--- config.mk ---
export PLATFORM = sky130hd
export DESIGN_NAME = refbuf_manager
export DESIGN_NICKNAME = d
export VERILOG_FILES = /design/src/rtl/fbm_pkg.sv /design/src/rtl/fbm_ptr_table.sv /design/src/rtl/fbm_disp_queue.sv /design/src/rtl/fbm_arb.sv /design/src/rtl/refbuf_manager.sv
export SDC_FILE = /design/constraint.sdc
export NUM_CORES = 2
export LEC_CHECK = 0
export ABC_AREA = 1
export BUFFER_PORTS_ARGS = -buffer_cell sky130_fd_sc_hd__buf_2
export CAP_MARGIN = 20
export CORE_UTILIZATION = 45
export CTS_CLUSTER_DIAMETER = 100
export CTS_CLUSTER_SIZE = 20
export DETAILED_ROUTE_END_ITERATION = 12
export GPL_TIMING_DRIVEN = 0
export PLACE_DENSITY = 0.58
export SLEW_MARGIN = 30
export SYNTH_ARGS = -nofsm -noshare
export SYNTH_HDL_FRONTEND = slang
export SYNTH_SLANG_ARGS = --single-unit
--- constraint.sdc ---
create_clock -name clk -period 8.45 [get_ports clk]
set_input_delay 1.69 -clock clk [delete_from_list [all_inputs] [get_ports clk]]
set_output_delay 1.69 -clock clk [all_outputs]
set_load 0.02 [all_outputs]
--- src/rtl/fbm_pkg.sv ---
package fbm_pkg;

    typedef enum logic [2:0] {
        OP_NONE,
        OP_DISP,
        OP_DROP,
        OP_INS,
        OP_ALLOC
    } op_e;

    typedef enum logic [1:0] {
        ST_IDLE,
        ST_SCAN,
        ST_SHIFT
    } eng_e;

    typedef struct packed {
        logic used;
        logic shown_pend;
        logic in_ref;
    } slot_flags_t;

    function automatic slot_flags_t flags_clear();
        slot_flags_t f;
        f.used       = 1'b0;
        f.shown_pend = 1'b0;
        f.in_ref     = 1'b0;
        return f;
    endfunction

endpackage

--- src/rtl/fbm_ptr_table.sv ---
module fbm_ptr_table #(
    parameter int NBUF  = 16,
    parameter int PTR_W = 32,
    localparam int IDX_W = $clog2(NBUF)
) (
    input  logic             clk,
    input  logic             rst,
    input  logic             we,
    input  logic [IDX_W-1:0] wr_idx,
    input  logic [PTR_W-1:0] wr_ptr,
    input  logic [IDX_W-1:0] a_idx,
    output logic [PTR_W-1:0] a_ptr,
    input  logic [IDX_W-1:0] b_idx,
    input  logic             b_en,
    output logic [PTR_W-1:0] b_ptr
);
    logic [PTR_W-1:0] mem [NBUF];

    always_ff @(posedge clk) begin
        if (rst) begin
            for (int i = 0; i < NBUF; i++) mem[i] <= '0;
        end else if (we) begin
            mem[wr_idx] <= wr_ptr;
        end
    end

    assign a_ptr = mem[a_idx];

    always_ff @(posedge clk) begin
        if (rst) b_ptr <= '0;
        else     b_ptr <= b_en ? mem[b_idx] : '0;
    end
endmodule

--- src/rtl/fbm_disp_queue.sv ---
module fbm_disp_queue #(
    parameter int NBUF  = 16,
    parameter int RPT_W = 4,
    localparam int IDX_W = $clog2(NBUF),
    localparam int CNT_W = $clog2(NBUF + 1)
) (
    input  logic             clk,
    input  logic             rst,
    input  logic             push,
    input  logic [IDX_W-1:0] push_slot,
    input  logic             show,
    input  logic [RPT_W-1:0] rpt,
    output logic [IDX_W-1:0] head,
    output logic             empty,
    output logic             last
);
    logic [IDX_W-1:0] slots [NBUF];
    logic [IDX_W-1:0] rd_p, wr_p;
    logic [CNT_W-1:0] count;
    logic [RPT_W-1:0] shows;
    logic [RPT_W-1:0] eff_rpt;

    assign eff_rpt = (rpt == '0) ? RPT_W'(1) : rpt;
    assign head    = slots[rd_p];
    assign empty   = (count == '0);
    assign last    = ({1'b0, shows} + 1'b1) >= {1'b0, eff_rpt};

    always_ff @(posedge clk) begin
        if (rst) begin
            rd_p  <= '0;
            wr_p  <= '0;
            count <= '0;
            shows <= '0;
            for (int i = 0; i < NBUF; i++) slots[i] <= '0;
        end else begin
            if (push) begin
                slots[wr_p] <= push_slot;
                wr_p        <= wr_p + 1'b1;
            end
            if (show) begin
                if (last) begin
                    shows <= '0;
                    rd_p  <= rd_p + 1'b1;
                end else begin
                    shows <= shows + 1'b1;
                end
            end
            if (push && !(show && last))      count <= count + 1'b1;
            else if (!push && show && last)   count <= count - 1'b1;
        end
    end

    p_no_overflow_r4: assert property (@(posedge clk) disable iff (rst)
        push |-> (count < CNT_W'(NBUF)));

    p_no_underflow_r5: assert property (@(posedge clk) disable iff (rst)
        show |-> !empty);
endmodule

--- src/rtl/fbm_arb.sv ---
module fbm_arb
    import fbm_pkg::*;
(
    input  logic disp_ok,
    input  logic drop_ok,
    input  logic ins_ok,
    input  logic alloc_ok,
    output op_e  op
);
    always_comb begin
        if (disp_ok)       op = OP_DISP;
        else if (drop_ok)  op = OP_DROP;
        else if (ins_ok)   op = OP_INS;
        else if (alloc_ok) op = OP_ALLOC;
        else               op = OP_NONE;
    end
endmodule

--- src/rtl/refbuf_manager.sv ---
module refbuf_manager
    import fbm_pkg::*;
#(
    parameter int NBUF  = 16,
    parameter int PTR_W = 32,
    parameter int RPT_W = 4,
    localparam int IDX_W = $clog2(NBUF),
    localparam int CNT_W = $clog2(NBUF + 1)
) (
    input  logic             clk,
    input  logic             rst,
    input  logic             tbl_we,
    input  logic [IDX_W-1:0] tbl_idx,
    input  logic [PTR_W-1:0] tbl_ptr,
    input  logic             alloc_req,
    output logic             alloc_ack,
    output logic [PTR_W-1:0] alloc_ptr,
    input  logic             ins_req,
    input  logic             ins_is_ref,
    output logic             ins_ack,
    input  logic             disp_req,
    input  logic [RPT_W-1:0] disp_rpt,
    output logic             disp_ack,
    output logic [PTR_W-1:0] disp_ptr,
    input  logic             drop_req,
    input  logic [IDX_W-1:0] drop_idx,
    output logic             drop_ack,
    input  logic [IDX_W-1:0] mc_idx,
    output logic [PTR_W-1:0] mc_ptr
);
    slot_flags_t      flags [NBUF];
    logic [IDX_W-1:0] pidx  [NBUF];
    logic [IDX_W-1:0] rlist [NBUF];
    logic [CNT_W-1:0] ref_cnt;
    logic [IDX_W-1:0] dec_slot;
    logic [IDX_W-1:0] scan;
    eng_e             st;

    logic [NBUF-1:0]  free_vec;
    logic             any_free;
    op_e              op;
    logic             idle;
    logic [IDX_W-1:0] q_head;
    logic             q_empty, q_last;
    logic             q_push, q_show;
    logic [IDX_W-1:0] rd_slot;
    logic [PTR_W-1:0] a_ptr;
    logic [IDX_W-1:0] victim;
    logic             drop_in_range;
    logic             mc_in_range;

    for (genvar g = 0; g < NBUF; g++) begin : g_free
        assign free_vec[g] = !flags[g].used;
    end
    assign any_free = |free_vec;

    assign idle          = (st == ST_IDLE);
    assign victim        = rlist[drop_idx];
    assign drop_in_range = (CNT_W'(drop_idx) < ref_cnt);
    assign mc_in_range   = (CNT_W'(mc_idx) < ref_cnt);
    assign rd_slot       = (st == ST_SCAN) ? scan : q_head;

    fbm_arb u_arb (
        .disp_ok  (idle && disp_req && !q_empty),
        .drop_ok  (idle && drop_req),
        .ins_ok   (idle && ins_req),
        .alloc_ok (idle && alloc_req && any_free),
        .op       (op)
    );

    assign q_push = (op == OP_INS);
    assign q_show = (op == OP_DISP);

    fbm_disp_queue #(.NBUF(NBUF), .RPT_W(RPT_W)) u_queue (
        .clk       (clk),
        .rst       (rst),
        .push      (q_push),
        .push_slot (dec_slot),
        .show      (q_show),
        .rpt       (disp_rpt),
        .head      (q_head),
        .empty     (q_empty),
        .last      (q_last)
    );

    fbm_ptr_table #(.NBUF(NBUF), .PTR_W(PTR_W)) u_table (
        .clk    (clk),
        .rst    (rst),
        .we     (tbl_we),
        .wr_idx (tbl_idx),
        .wr_ptr (tbl_ptr),
        .a_idx  (pidx[rd_slot]),
        .a_ptr  (a_ptr),
        .b_idx  (pidx[rlist[mc_idx]]),
        .b_en   (mc_in_range),
        .b_ptr  (mc_ptr)
    );

    always_ff @(posedge clk) begin
        if (rst) begin
            for (int i = 0; i < NBUF; i++) begin
                flags[i] <= flags_clear();
                pidx[i]  <= IDX_W'(i);
                rlist[i] <= '0;
            end
            ref_cnt   <= '0;
            dec_slot  <= '0;
            scan      <= '0;
            st        <= ST_IDLE;
            alloc_ack <= 1'b0;
            ins_ack   <= 1'b0;
            disp_ack  <= 1'b0;
            drop_ack  <= 1'b0;
            alloc_ptr <= '0;
            disp_ptr  <= '0;
        end else begin
            alloc_ack <= 1'b0;
            ins_ack   <= 1'b0;
            disp_ack  <= 1'b0;
            drop_ack  <= 1'b0;
            case (st)
                ST_IDLE: begin
                    case (op)
                        OP_DISP: begin
                            disp_ack <= 1'b1;
                            disp_ptr <= a_ptr;
                            if (q_last) begin
                                flags[q_head].shown_pend <= 1'b0;
                                if (!flags[q_head].in_ref) flags[q_head].used <= 1'b0;
                            end
                        end
                        OP_DROP: begin
                            if (drop_in_range) begin
                                flags[victim].in_ref <= 1'b0;
                                if (!flags[victim].shown_pend) flags[victim].used <= 1'b0;
                                scan <= drop_idx;
                                st   <= ST_SHIFT;
                            end else begin
                                drop_ack <= 1'b1;
                            end
                        end
                        OP_INS: begin
                            flags[dec_slot].shown_pend <= 1'b1;
                            if (ins_is_ref) begin
                                flags[dec_slot].in_ref          <= 1'b1;
                                rlist[ref_cnt[IDX_W-1:0]] <= dec_slot;
                                ref_cnt                    <= ref_cnt + 1'b1;
                            end
                            ins_ack <= 1'b1;
                        end
                        OP_ALLOC: begin
                            scan <= '0;
                            st   <= ST_SCAN;
                        end
                        default: ;
                    endcase
                end
                ST_SCAN: begin
                    if (free_vec[scan]) begin
                        flags[scan].used <= 1'b1;
                        dec_slot  <= scan;
                        alloc_ptr <= a_ptr;
                        alloc_ack <= 1'b1;
                        st        <= ST_IDLE;
                    end else begin
                        scan <= scan + 1'b1;
                    end
                end
                ST_SHIFT: begin
                    if ((CNT_W'(scan) + 1'b1) < ref_cnt) begin
                        rlist[scan] <= rlist[scan + 1'b1];
                        scan        <= scan + 1'b1;
                    end else begin
                        ref_cnt  <= ref_cnt - 1'b1;
                        drop_ack <= 1'b1;
                        st       <= ST_IDLE;
                    end
                end
                default: st <= ST_IDLE;
            endcase
        end
    end

    p_one_ack_r11: assert property (@(posedge clk) disable iff (rst)
        $onehot0({alloc_ack, ins_ack, disp_ack, drop_ack}));

    p_refcnt_bound_r10: assert property (@(posedge clk) disable iff (rst)
        ref_cnt <= CNT_W'(NBUF));

    p_refcnt_step_r10: assert property (@(posedge clk) disable iff (rst)
        (ref_cnt != $past(ref_cnt)) |->
            ((ref_cnt == $past(ref_cnt) + 1'b1) || (ref_cnt + 1'b1 == $past(ref_cnt))));

    p_alloc_has_free_r3: assert property (@(posedge clk) disable iff (rst)
        alloc_ack |-> $past(any_free));

    p_disp_nonempty_r5: assert property (@(posedge clk) disable iff (rst)
        disp_ack |-> $past(!q_empty));

    p_ins_room_r4: assert property (@(posedge clk) disable iff (rst)
        (op == OP_INS && ins_is_ref) |-> (ref_cnt < CNT_W'(NBUF)));

    p_disp_first_r6: assert property (@(posedge clk) disable iff (rst)
        (idle && disp_req && !q_empty) |=> disp_ack);
endmodule

==> metrics.csv <==
metric;value;unit
Via density;6.00;
Worst-Skew Late Latency;0.70;ns
Die ar.;102000;sq um
number of buffers created by CTS;48;
largest net degree at the start of global routing;33;
Initial Utilization;45.4;%
Slew Viols, Final;0;
Yosys cell types;54;
setup ws final;3.44;ns
Yosys warning count;0;
area taken by multi-input logic gates;17600;sq um
# port buffers;153;
fill count;9921;
clk sink count;824;
Lkg Pwr;21.4;nW
Iter 0 DRT Violations;6404;
Final Wtd Congestion;1.04;
share of flip-flops with an asynchronous set or reset;0;%
fin crit share;59.3;%
CP cell instances;buf_2, buf_2, buf_2, o211ai_1, nand3_1, nand3_1, nand2_1, buf_2, buf_1, o211ai_1, nand3_1, nand3_1, a21oi_1;
CTS tree;done;
setup TNS;0;ns
buffers plus inverters on the worst setup path;5;
vias in the first global route;39600;
FF+latch area;23400;sq um
Hold/Removal Path Class;flip-flop to flip-flop;
post-synthesis xor/xnor area fraction;0.154;%
H-tree Lvls;2;
Setup crit end kind;flip-flop;
Area Overhead vs Synth;8.72;%
FF-to-FF setup slack;4.06;ns
DRT antenna net count;0;
CP Launch Type;input pin;
area leader, netlist;edfxtp_1;
Yosys reg bits;824;
Final Critical Period;5.01;ns
final-stage net count;5908;
Die Wd;320;microns
hold path cells;2;
Detail Placement HPWL;142;mm
status;completed;
Placeable Area;100000;sq um
syn nets;5703;
r2r startpoint;scan[0]$_SDFFE_PP0P_;
unrepaired setup endpoints after global routing;no;
Max-Cap Viols;0;
initial antenna violation count;5;
crit path launch;mc_idx[1];
gr usage total;38.1;%
hold buffers post-CTS;0;
Die Ht;320;microns
area share of the largest cell type after synthesis;45.4;%
detailed-route DRC error count;0;
Via Count;43000;
WL/cell;27.9;microns
Power Density;238;nW/um^2
CP max FO;10;
sequential fraction of the synthesis area;51.4;%
CTS root buf;clkbuf_16;
synthesized instance count;5614;
Post-Synth Adder-Cell Area;0.941;%
largest cells by area after synthesis;edfxtp_1 45%, nand3_1 10%, nand2_1 9.1%, nor2_1 6.9%, dfxtp_1 6.0%;
first drt pass iteration count;7;
Compound-Gate Fraction of Synth Area;8.50;%
Site Rows;116;
end of the worst register-to-register path;rlist[1][1]$_SDFFCE_PN0P_;
Worst Tran Pin Value;1.17;ns
Ports;156;
Worst Path Arrival;5.53;ns
Max Clock Freq;200;MHz
Avg Inst Size Synth;8.10;sq um
Max VDD drop;0.147;mV
# setup viols final;0;
worst endpoint required time;8.97;ns
R2R depth;18;
CTS Buffer Depth;3;
first-pass GRT wire length;279;mm
ys flop type;edfxtp_1;
Final Hold Fails;0;
mux contribution to synthesized area;0;%
clock skew;0.0429;ns
dpl ws;3.11;ns
Congestion Overflow GR;0;
hold_sp;u_queue.rd_p[3]$_SDFFE_PP0N_;
crit-path leading delay family;buffers and inverters;
critical path's slowest cell;a21oi_1;
final core occ;49.4;%
Post-CTS Resized;0;
postcts setup bufs;0;
layout cells sized above 1;9.53;%
Critical Path Max Stage Delay;0.64;ns
Post-Synth Simple-Gate Area;28.8;%
Rel. slew slack;21.8;%
hold slack;0.467;ns
Total Wirelength;199;mm
largest family of logic cells by synthesized area;simple AND/OR/NAND/NOR gates;
synthesized area;45500;sq um
Crit Path Class;input pin to flip-flop;
clock-pin slew on the worst setup and hold paths;0.09;ns
Post-synth EDFFs;688;
## worst register-to-register path, stage by stage, from the launching register on
cell	delay, ns
dfxtp_1	0.45
buf_4	0.24
nand3_1	0.10
xor2_1	0.71
inv_1	0.10
ha_1	0.30
nand2_1	0.06
inv_1	0.06
o21ai_0	0.07
nand2_1	0.10
a41oi_2	0.22
nand2_2	0.15
nor2_8	0.18
nand2_1	0.07
o21ai_1	0.27
inv_1	0.17
nor2_2	0.27
nand3_1	0.28
nand2_1	0.28
## cell usage after synthesis, types with 2 or more instances
cell,number
a211oi_1,5
o21ai_1,43
o21ai_2,6
o22ai_1,3
nand2_1,1097
clkinv_1,3
nand4_1,13
o21a_1,2
clkbuf_1,172
o211ai_1,292
dfxtp_1,136
buf_4,37
nor3_4,3
nor3_1,13
xor2_1,7
ha_1,31
nand3b_1,45
buf_6,7
nand3_1,939
nor3_2,7
buf_1,15
nand3_4,3
inv_4,3
nand3_2,9
nor2_4,6
nand2_2,21
fa_1,2
edfxtp_1,688
o21ai_0,116
nor2_1,836
nor2_2,8
a21oi_1,134
nor2_8,2
inv_2,24
buf_2,174
inv_1,694
## placed cells by master (no fill, tap or decap), drive strengths merged
cell type     n
buf         388
nand2      1120
edfxtp      688
ha           31
or2           1
nand3b       45
o22ai         3
xnor2         1
a41oi         1
o211ai      293
a31oi         1
nor2        852
nor3         23
o31ai         1
a21oi       135
nand4        15
o21a          2
fa            2
nor4          1
xor2          7
inv         728
nor3b         1
and2b         1
and3          1
nand3       951
a21boi        1
a31o          1
a211oi        5
clkinv        4
o21ai       165
diode         3
clkbuf      252
dfxtp       136
o221ai        1
## worst max-delay path by stage
stage,end,cells past startpoint
detailed placement,u_table.b_ptr[0]$_SDFF_PP0_,13
finish,u_table.b_ptr[0]$_SDFF_PP0_,13
floorplan,flags[14][1]$_SDFFCE_PN0P_,13
global route,u_table.b_ptr[16]$_SDFF_PP0_,14
global placement,u_table.mem[8][8]$_SDFFCE_PN0P_,6
CTS,u_table.b_ptr[0]$_SDFF_PP0_,13
## cell families (layout without fill, tap and decap cells)
kind of cell,count (synthesis),after routing
and+or+nand+nor,3011,3011
buffers and inverters,1129,1372
DFF,824,824
AOI/OAI and AO/OA,609,609
adders and majority gates,33,33
xor gates and xnor gates,8,8
other,0,3
## where the power goes
part | leakage (nW) | internal, mW | switching (mW)
Clock | 0.675 | 1.10 | 1.49
Combinational | 12.9 | 1.06 | 3.23
Sequential | 7.81 | 4.70 | 0.178
Total | 21.4 | 6.86 | 4.90
## through the flow
stage               instance area [sq um]  power [mW]  instances
CTS                                 49400        11.5       7155
global route                        49400        12.1       7155
floorplan                           45500        7.37       5614
detailed placement                  48000        9.03       7067
global placement                    47900        8.99       7065
finish                              49500        11.8       7158
## metal layers
layer / vias to the layer above / part of all wire [%] / global-route usage, % / wire, microns
li1: 19000 / - / - / -
met1: 20200 / 37 / 47.9 / 74700
met2: 3059 / 44 / 59.0 / 87300
met3: 746 / 12 / 10.8 / 24700
met4: 8 / 6.4 / 20.9 / 12700
met5: - / 0.020 / 0 / 40
## flip-flops by register name, summed over array words and instances, names as in the netlist, named ones only
register,flops
u_table.mem,512
dec_slot,4
disp_ack,1
alloc_ptr,32
u_queue.wr_p,4
u_queue.rd_p,4
st,2
ref_cnt,5
disp_ptr,32
scan,4
u_table.b_ptr,32
u_queue.shows,4
ins_ack,1
flags,48
drop_ack,1
alloc_ack,1
rlist,64
u_queue.slots,64
u_queue.count,5
## final cells by class
| cell class | instances | area share [%] |
|---|---|---|
| Sequential cell | 824 | 47.3 |
| Multi-Input combinational cell | 3661 | 35.5 |
| Inverter | 724 | 5.51 |
| Buffer | 405 | 3.93 |
| Tap cell | 1298 | 3.28 |
| Clock buffer | 80 | 2.71 |
| Timing Repair Buffer | 155 | 1.62 |
| Clock inverter | 8 | 0.121 |
| Antenna cell | 3 | 0.0152 |
No activity file was read; power rests on OpenSTA's default activity.
